`src/rtl/fctl_pkg.sv`:
```
package fctl_pkg;

  localparam logic [15:0] LP_UNLOCK   = 16'h5AFA;
  localparam logic [31:0] ERASED_WORD = 32'hFFFF_FFFF;

  localparam logic [1:0] SLOT_LP   = 2'd0;
  localparam logic [1:0] SLOT_STAT = 2'd1;
  localparam logic [1:0] SLOT_CTRL = 2'd2;

  typedef enum logic [1:0] {
    OP_NONE  = 2'b00,
    OP_PROG  = 2'b01,
    OP_ERASE = 2'b10,
    OP_CSUM  = 2'b11
  } fop_e;

  function automatic fop_e pick_op(input logic want_csum,
                                   input logic want_erase,
                                   input logic want_prog);
    if (want_csum)  return OP_CSUM;
    if (want_erase) return OP_ERASE;
    if (want_prog)  return OP_PROG;
    return OP_NONE;
  endfunction

  function automatic logic key_ok(input logic [15:0] key);
    return key == LP_UNLOCK;
  endfunction

  function automatic logic word_erased(input logic [31:0] w);
    return w == ERASED_WORD;
  endfunction

  function automatic logic [31:0] pack_lp(input logic [1:0] mode);
    return {30'd0, mode};
  endfunction

  function automatic logic [31:0] pack_stat(input logic perr, input logic busy);
    return {29'd0, perr, 1'b0, busy};
  endfunction

  function automatic logic [31:0] pack_ctrl(input logic csum, input logic erase,
                                            input logic prog);
    return {24'd0, csum, erase, prog, 5'd0};
  endfunction

endpackage

```
`src/rtl/fctl_lpctl.sv`:
```
module fctl_lpctl
  import fctl_pkg::*;
(
  input  logic        clk,
  input  logic        rst_n,
  input  logic        wr,
  input  logic [15:0] key,
  input  logic [1:0]  mode_in,
  output logic [1:0]  mode,
  output logic        ev_unlock
);

  assign ev_unlock = wr && key_ok(key);

  always_ff @(posedge clk or negedge rst_n) begin
    if (!rst_n)         mode <= 2'b00;
    else if (ev_unlock) mode <= mode_in;
  end

endmodule

```
`src/rtl/fctl_errflag.sv`:
```
module fctl_errflag (
  input  logic clk,
  input  logic rst_n,
  input  logic set_evt,
  input  logic clr_wr,
  output logic flag
);

  always_ff @(posedge clk or negedge rst_n) begin
    if (!rst_n)       flag <= 1'b0;
    else if (set_evt) flag <= 1'b1;
    else if (clr_wr)  flag <= 1'b0;
  end

endmodule

```
`src/rtl/fctl_opctl.sv`:
```
module fctl_opctl
  import fctl_pkg::*;
#(
  parameter int ADDR_W      = 8,
  parameter int FLASH_WORDS = 200
) (
  input  logic              clk,
  input  logic              rst_n,
  input  logic              ctrl_wr,
  input  logic              req_csum,
  input  logic              req_erase,
  input  logic              req_prog,
  input  logic [ADDR_W-1:0] tgt_waddr,
  input  logic [31:0]       old_word,
  input  logic              fm_done,
  input  logic              fm_err,
  output logic              busy,
  output logic              csum_sel,
  output logic              erase_bit,
  output logic              prog_bit,
  output logic              start_pulse,
  output logic [1:0]        op_code,
  output logic [ADDR_W-1:0] op_addr,
  output logic              ev_launch,
  output logic              ev_reject,
  output logic              ev_finish,
  output logic              ev_done_err
);

  localparam logic [ADDR_W:0] LIMIT = FLASH_WORDS[ADDR_W:0];

  fop_e op_sel;
  fop_e op_q;
  logic accept;
  logic needs_addr;
  logic addr_bad;
  logic data_bad;

  assign accept     = ctrl_wr && !busy;
  assign op_sel     = pick_op(req_csum, req_erase, req_prog);
  assign needs_addr = (op_sel == OP_PROG) || (op_sel == OP_ERASE);
  assign addr_bad   = needs_addr && !({1'b0, tgt_waddr} < LIMIT);
  assign data_bad   = (op_sel == OP_PROG) && !word_erased(old_word);

  assign ev_launch   = accept && (op_sel != OP_NONE) && !addr_bad && !data_bad;
  assign ev_reject   = accept && (op_sel != OP_NONE) && (addr_bad || data_bad);
  assign ev_finish   = busy && fm_done;
  assign ev_done_err = ev_finish && fm_err;

  always_ff @(posedge clk or negedge rst_n) begin
    if (!rst_n) begin
      busy        <= 1'b0;
      csum_sel    <= 1'b0;
      erase_bit   <= 1'b0;
      prog_bit    <= 1'b0;
      start_pulse <= 1'b0;
      op_q        <= OP_NONE;
      op_addr     <= '0;
    end else begin
      start_pulse <= ev_launch;
      erase_bit   <= ev_launch && (op_sel == OP_ERASE);
      prog_bit    <= ev_launch && (op_sel == OP_PROG);
      if (ev_launch) begin
        busy     <= 1'b1;
        csum_sel <= (op_sel == OP_CSUM);
        op_q     <= op_sel;
        op_addr  <= tgt_waddr;
      end else if (ev_finish) begin
        busy     <= 1'b0;
        csum_sel <= 1'b0;
      end
    end
  end

  assign op_code = op_q;

endmodule

```
`src/rtl/fctl_regs.sv`:
```
module fctl_regs
  import fctl_pkg::*;
#(
  parameter int BUS_AW      = 4,
  parameter int ADDR_W      = 8,
  parameter int FLASH_WORDS = 200
) (
  input  logic              clk,
  input  logic              rst_n,
  input  logic [BUS_AW-1:0] bus_addr,
  input  logic [31:0]       bus_wdata,
  input  logic              bus_we,
  output logic [31:0]       bus_rdata,
  input  logic [ADDR_W-1:0] tgt_waddr,
  input  logic [31:0]       fm_old_word,
  output logic              fm_start,
  output logic [1:0]        fm_op,
  output logic [ADDR_W-1:0] fm_addr,
  input  logic              fm_done,
  input  logic              fm_err
);

  logic       slot_hi_zero;
  logic [1:0] slot;
  logic       lp_wr;
  logic       stat_wr;
  logic       ctrl_wr;
  logic       stat_clr;
  logic       ev_unlock;
  logic [1:0] lp_mode;
  logic       busy_q;
  logic       csum_q;
  logic       erase_q;
  logic       prog_q;
  logic       perr_q;
  logic       ev_launch;
  logic       ev_reject;
  logic       ev_finish;
  logic       ev_done_err;
  logic       unused_bits;

  if (BUS_AW > 4) begin : g_hi
    assign slot_hi_zero = (bus_addr[BUS_AW-1:4] == '0);
  end else begin : g_nohi
    assign slot_hi_zero = 1'b1;
  end

  assign slot     = bus_addr[3:2];
  assign lp_wr    = bus_we && slot_hi_zero && (slot == SLOT_LP);
  assign stat_wr  = bus_we && slot_hi_zero && (slot == SLOT_STAT);
  assign ctrl_wr  = bus_we && slot_hi_zero && (slot == SLOT_CTRL);
  assign stat_clr = stat_wr && !bus_wdata[2];
  assign unused_bits = ^{bus_wdata[15:8], bus_wdata[4:3], bus_addr[1:0]};

  fctl_lpctl u_lp (
    .clk       (clk),
    .rst_n     (rst_n),
    .wr        (lp_wr),
    .key       (bus_wdata[31:16]),
    .mode_in   (bus_wdata[1:0]),
    .mode      (lp_mode),
    .ev_unlock (ev_unlock)
  );

  fctl_opctl #(
    .ADDR_W      (ADDR_W),
    .FLASH_WORDS (FLASH_WORDS)
  ) u_op (
    .clk         (clk),
    .rst_n       (rst_n),
    .ctrl_wr     (ctrl_wr),
    .req_csum    (bus_wdata[7]),
    .req_erase   (bus_wdata[6]),
    .req_prog    (bus_wdata[5]),
    .tgt_waddr   (tgt_waddr),
    .old_word    (fm_old_word),
    .fm_done     (fm_done),
    .fm_err      (fm_err),
    .busy        (busy_q),
    .csum_sel    (csum_q),
    .erase_bit   (erase_q),
    .prog_bit    (prog_q),
    .start_pulse (fm_start),
    .op_code     (fm_op),
    .op_addr     (fm_addr),
    .ev_launch   (ev_launch),
    .ev_reject   (ev_reject),
    .ev_finish   (ev_finish),
    .ev_done_err (ev_done_err)
  );

  fctl_errflag u_err (
    .clk     (clk),
    .rst_n   (rst_n),
    .set_evt (ev_reject || ev_done_err),
    .clr_wr  (stat_clr),
    .flag    (perr_q)
  );

  always_comb begin
    bus_rdata = 32'd0;
    if (slot_hi_zero) begin
      case (slot)
        SLOT_LP:   bus_rdata = pack_lp(lp_mode);
        SLOT_STAT: bus_rdata = pack_stat(perr_q, busy_q);
        SLOT_CTRL: bus_rdata = pack_ctrl(csum_q, erase_q, prog_q);
        default:   bus_rdata = 32'd0;
      endcase
    end
  end

endmodule

```
`config.mk`:
```
export PLATFORM = sky130hd
export DESIGN_NAME = fctl_regs
export DESIGN_NICKNAME = d
export VERILOG_FILES = /design/src/rtl/fctl_pkg.sv /design/src/rtl/fctl_lpctl.sv /design/src/rtl/fctl_errflag.sv /design/src/rtl/fctl_opctl.sv /design/src/rtl/fctl_regs.sv
export SDC_FILE = /design/constraint.sdc
export NUM_CORES = 1
export LEC_CHECK = 0
export CAP_MARGIN = 20
export CORE_ASPECT_RATIO = 0.9
export CORE_MARGIN = 2
export CORE_UTILIZATION = 58
export DETAILED_ROUTE_END_ITERATION = 6
export DONT_BUFFER_PORTS = 1
export PLACE_DENSITY_LB_ADDON = 0.05
export RECOVER_POWER = 25
export SLEW_MARGIN = 30
export SYNTH_ARGS = -nofsm -noshare
export SYNTH_HDL_FRONTEND = slang
export SYNTH_SLANG_ARGS = --single-unit
```
`constraint.sdc`:
```
create_clock -name clk -period 2.15 [get_ports clk]
set_clock_uncertainty 0.15 [all_clocks]
set_input_delay 0.215 -clock clk [delete_from_list [all_inputs] [get_ports clk]]
set_output_delay 0.215 -clock clk [all_outputs]
set_load 0.1 [all_outputs]
```
Word-level counts from Yosys, hierarchy flattened

Cells that the tools add are included.
W data, S select, Z words.

Magnitude comparators: 1
Equal/unequal tests: 7
Multiplexer cells: 18
Reduce and logical (&&, ||, !) cells: 29

Operators with widths:

| operator               | count |
|---|---|
| $eq A32 B32 Y1 const B | 1 |
| $pmux W8 S3            | 1 |
| $eq A16 B15 Y1 const B | 1 |
| $logic_and A1 B1 Y1    | 16 |
| $mux W2                | 6 |
| $mux W1                | 11 |
| $lt A8 B8 Y1 const B   | 1 |
| $eq A2 B2 Y1 const B   | 3 |
| $logic_not A1 Y1       | 6 |
| $reduce_bool A2 Y1     | 3 |
| $eq A2 B1 Y1 const B   | 2 |
| $logic_or A1 B1 Y1     | 3 |
| $logic_not A2 Y1       | 1 |

Flip-flop bits (word level): 18
Input port bits: 81

Logic depth before layout (Yosys ltp)

Depth after elaboration: 14
Mapped depth: 10

Hierarchy

Synthesis repeated with hierarchy kept, for this count alone.

Cell total of the unflattened synthesis: 123
Area, all modules: 1,308.8 um^2

Modules (own cells, without submodules):

| module       | instances | cells an instance | area an instance (um^2) | sequential area each (um^2) |
|---|---|---|---|---|
| fctl_opctl   | 1         | 69                | 832.0                   | 375.4 |
| fctl_regs    | 1         | 39                | 290.3                   | 0.0 |
| fctl_lpctl   | 1         | 12                | 150.1                   | 50.0 |
| fctl_errflag | 1         | 3                 | 36.3                    | 25.0 |

Worst setup path after synthesis

Ideal clock, no wire load.

Path kind: flip-flop to output port
Start point: reg u_lp.mode[1]
End point: out bus_rdata[1]
Arrival: 2,502 ps
Path slack: -717 ps
Cell stages (with the launch flop): 2
Path buffers: 0
Cells stage by stage: dfrtp_1 -> nor3b_1

Cells in the longest elaborated chain, start to end: 1

Ends and longest elaborated chain:

| element                  | RTL line         | RTL |
|---|---|---|
| start: declaration       | fctl_lpctl.sv:9  | `output logic [1:0] mode,` |
| start signal: assignment | fctl_lpctl.sv:17 | `else if (ev_unlock) mode <= mode_in;` |
| $pmux W8 S3              | fctl_regs.sv:103 | `case (slot)` |
| end: declaration         | fctl_regs.sv:13  | `output logic [31:0] bus_rdata,` |

Every way passes these cells.

Worst setup path after layout

Start point: reg u_op.busy
End point: reg u_op.op_addr[3]

Cells in the longest elaborated chain, start to end: 5

Ends and longest elaborated chain:

| element                           | RTL line         | RTL |
|---|---|---|
| start: declaration                | fctl_opctl.sv:17 | `output logic busy,` |
| start signal: assignment          | fctl_opctl.sv:52 | `busy <= 1'b0;` |
| start signal: assignment          | fctl_opctl.sv:64 | `busy <= 1'b1;` |
| start signal: assignment          | fctl_opctl.sv:69 | `busy <= 1'b0;` |
| $logic_not A1 Y1                  | fctl_opctl.sv:39 | `assign accept = ctrl_wr && !busy;` |
| $logic_and A1 B1 Y1               | fctl_opctl.sv:39 |  |
| $logic_and A1 B1 Y1 (3 in series) | fctl_opctl.sv:45 | `assign ev_launch = accept && (op_sel != OP_NONE) && !addr_bad && !data_bad;` |
| end signal: assignment            | fctl_opctl.sv:67 | `op_addr <= tgt_waddr;` |
| end: declaration                  | fctl_opctl.sv:23 | `output logic [ADDR_W-1:0] op_addr,` |

Every way passes these cells.
A chain may end at the register's enable or synchronous reset.

==> results.cfg <==
[outcome]
status = finished clean

[logic_synthesis]
ys_async_sr_fraction = 1.000
ys_types = 36
synth_top_area_cell = dfrtp_1
synth_cells = 113
synth_top_area_frac = 0.3685
ys_seq_area_frac = 0.3685
avgSynthCellArea_um2 = 10.82
synth_seq_cells = 18
netlist_area_um2 = 1222
netlist_top_cells_area = dfrtp_1 (37%), buf_4 (16%), mux2_4 (9.8%)
synth_ff_type = dfrtp_1
synth_edf_count = 0
yosys_warnings = 0

[worst_setup_path]
cpPeakStageDelay_ns = 0.44
critPathMaxFanout = 13
cp.required_ns = 2.18
r2r_setup_slack_ns = 0.41
crit_chain = nor2_1 -> and3_1 -> o21ai_2 -> nor2_4 -> buf_12 -> mux2_2
startpoint_type = flop
cp_num_buf_inv = 1
path_class = flop to flop
crit_path_top_delay_cell = dfrtp_1
cp_top_family = simple AND/OR/NAND/NOR gates
crit_arrival_ns = 1.78
end_kind = flop

[layout]
num_antenna_cells = 0
nets = 234
final_util = 0.7583
drive_above_1_share = 0.2905
area_growth_pct = 21.09
layout_common_cells = conb_1 (26), dfrtp_1 (18), buf_4 (17)
fin_cells = 173
mostFrequentLayoutCell = conb_1
fin_area_um2 = 1480

[power_and_ir_drop]
power.density_nw_per_um2 = 1051
irDropWorstVdd_uv = 865.2
p_leak_nw = 0.7138

[floorplanning]
rows = 15
dieArea_um2 = 2491
die_width_um = 52.39
start_util = 0.6263
io_pins = 124
core_area_um2 = 1952
die_h_um = 47.56

[clocking]
root_buffer = clkbuf_4
cts_max_level = 1
cts_tree = built
clkTransAtPathRegs_ns = 0.09
clk_latency_ns = 0.29
cts_buffers = 3
clock_path_buffers = 2
cts.sinks = 18
cts_resized = 0

[drt]
vias = 870
drt-total-wl_um = 2382
drt-initial-drc-count = 2
via_per_inst = 5.029
drc = 0
drtPass1Iterations = 4
wl_per_cell_um = 13.77
ant_nets = 0

[sta]
slew_headroom = 0.4740
setup_violations = 0
tightest_slew_ns = 0.7864
slew_viol_final = 0
hold_viol = 0
fin_crit_sh = 0.8113
max_freq_mhz = 573.3
rsz0062_at_grt = false
fin_tns_setup_ns = 0
period_needed_ns = 1.744

[global_route]
grt_pass1_wl_um = 3387
overflow = 0
grt_max_degree = 19
grt_pass1_vias = 781
gr-usage-all-layers = 0.1911
antenna_found_initial = 0

[place]
place_area_um2 = 1294
dp_cells = 154
dp_hpwl_um = 1820
gp_congestion = 0.7293
portBuffers = 0

[worst_hold_path]
holdCritPathClass = input port to flop

[job]
maxCapViolations = 0
[path summary, 6_finish.rpt]
| check | startpoint | end | cells after the start |
|---|---|---|---|
| worst max-delay path | u_op.busy | u_op.op_addr[3] | 6 |
| worst min-delay path | fm_old_word[16] | u_op.prog_bit | 4 |
| worst max register to register | u_op.busy | u_op.op_addr[3] | 6 |
| worst min register to register | u_lp.mode[0] | u_lp.mode[0] | 1 |
| max in group asynchronous | rst_n | u_op.prog_bit | 1 |
| min in group asynchronous | rst_n | u_op.op_addr[0] | 1 |
[per-layer routing]
metal,GRT usage,share of wire,wire length (µm)
met5,0,0,0
met1,0.2113,0.35,838
met4,0.01538,0,0
met2,0.3575,0.52,1235
met3,0.08750,0.13,307
[flip-flops by register name, indices dropped and copies added, names as in the netlist]
register          flops
u_op.start_pulse      1
u_op.op_addr          8
u_op.prog_bit         1
u_lp.mode             2
u_op.csum_sel         1
u_op.erase_bit        1
u_op.busy             1
u_err.flag            1
u_op.op_code          2
[where the power goes]
part	total (mW)	internal (mW)	switching, mW
registers	0.428	0.405	0.0230
logic	0.925	0.191	0.733
clock network	0.203	0.103	0.0999
[stage by stage]
stage | setup slack [ns] | total power, mW | hold WS [ns]
after floorplan | 0.08236 | 1.238 | -0.2306
after global placement | 0.1683 | 1.317 | -0.2302
after detailed placement | 0.1483 | 1.327 | -0.2301
after CTS | 0.4143 | 1.563 | 0.001371
after global routing | 0.3130 | 1.608 | 0.05893
final | 0.4058 | 1.555 | 0.009259
[Yosys cell counts, types with 3 or more instances]
master   number
nor2_1        5
nand3_1       3
nor3_1        3
buf_4        26
ha_1          4
dfrtp_1      18
mux2_4        8
inv_1         5
nand4_1       8
and2_1        3
mux2_2        5
[worst reg2reg max path: stages (launching register included)]
cell     delay (ns)
dfrtp_1        0.44
nor2_1         0.11
and3_1         0.20
o21ai_2        0.10
nor2_4         0.14
buf_12         0.16
mux2_2         0.34
[area by class of cell]
| class | count | area, µm² |
|---|---|---|
| multi-input cells | 88 | 645.6 |
| fillers | 148 | 471.7 |
| flip-flops and latches | 18 | 450.4 |
| repair buffers | 33 | 297.8 |
| clock buffers | 4 | 36.28 |
| well taps | 25 | 31.28 |
| inverters | 5 | 18.77 |
[cells by family after synthesis]
| family | share of synthesized area |
|---|---|
| simple gates | 0.2027 |
| buf+inv | 0.1914 |
| flops | 0.3685 |
| mux | 0.1525 |
| compound gates | 0.04095 |
| fa+ha+maj | 0.04094 |
| other cells | 0.003068 |
[what timing repair did]
| item | 4_1_cts | 5_1_grt |
|---|---|---|
| setup buffers | 0 | 0 |
| hold buffers | 15 | 0 |
| hold endpoints to repair | 31 | 0 |
| endpoints found under the setup margin | 0 | 0 |
(Power assumes the default switching activity.)
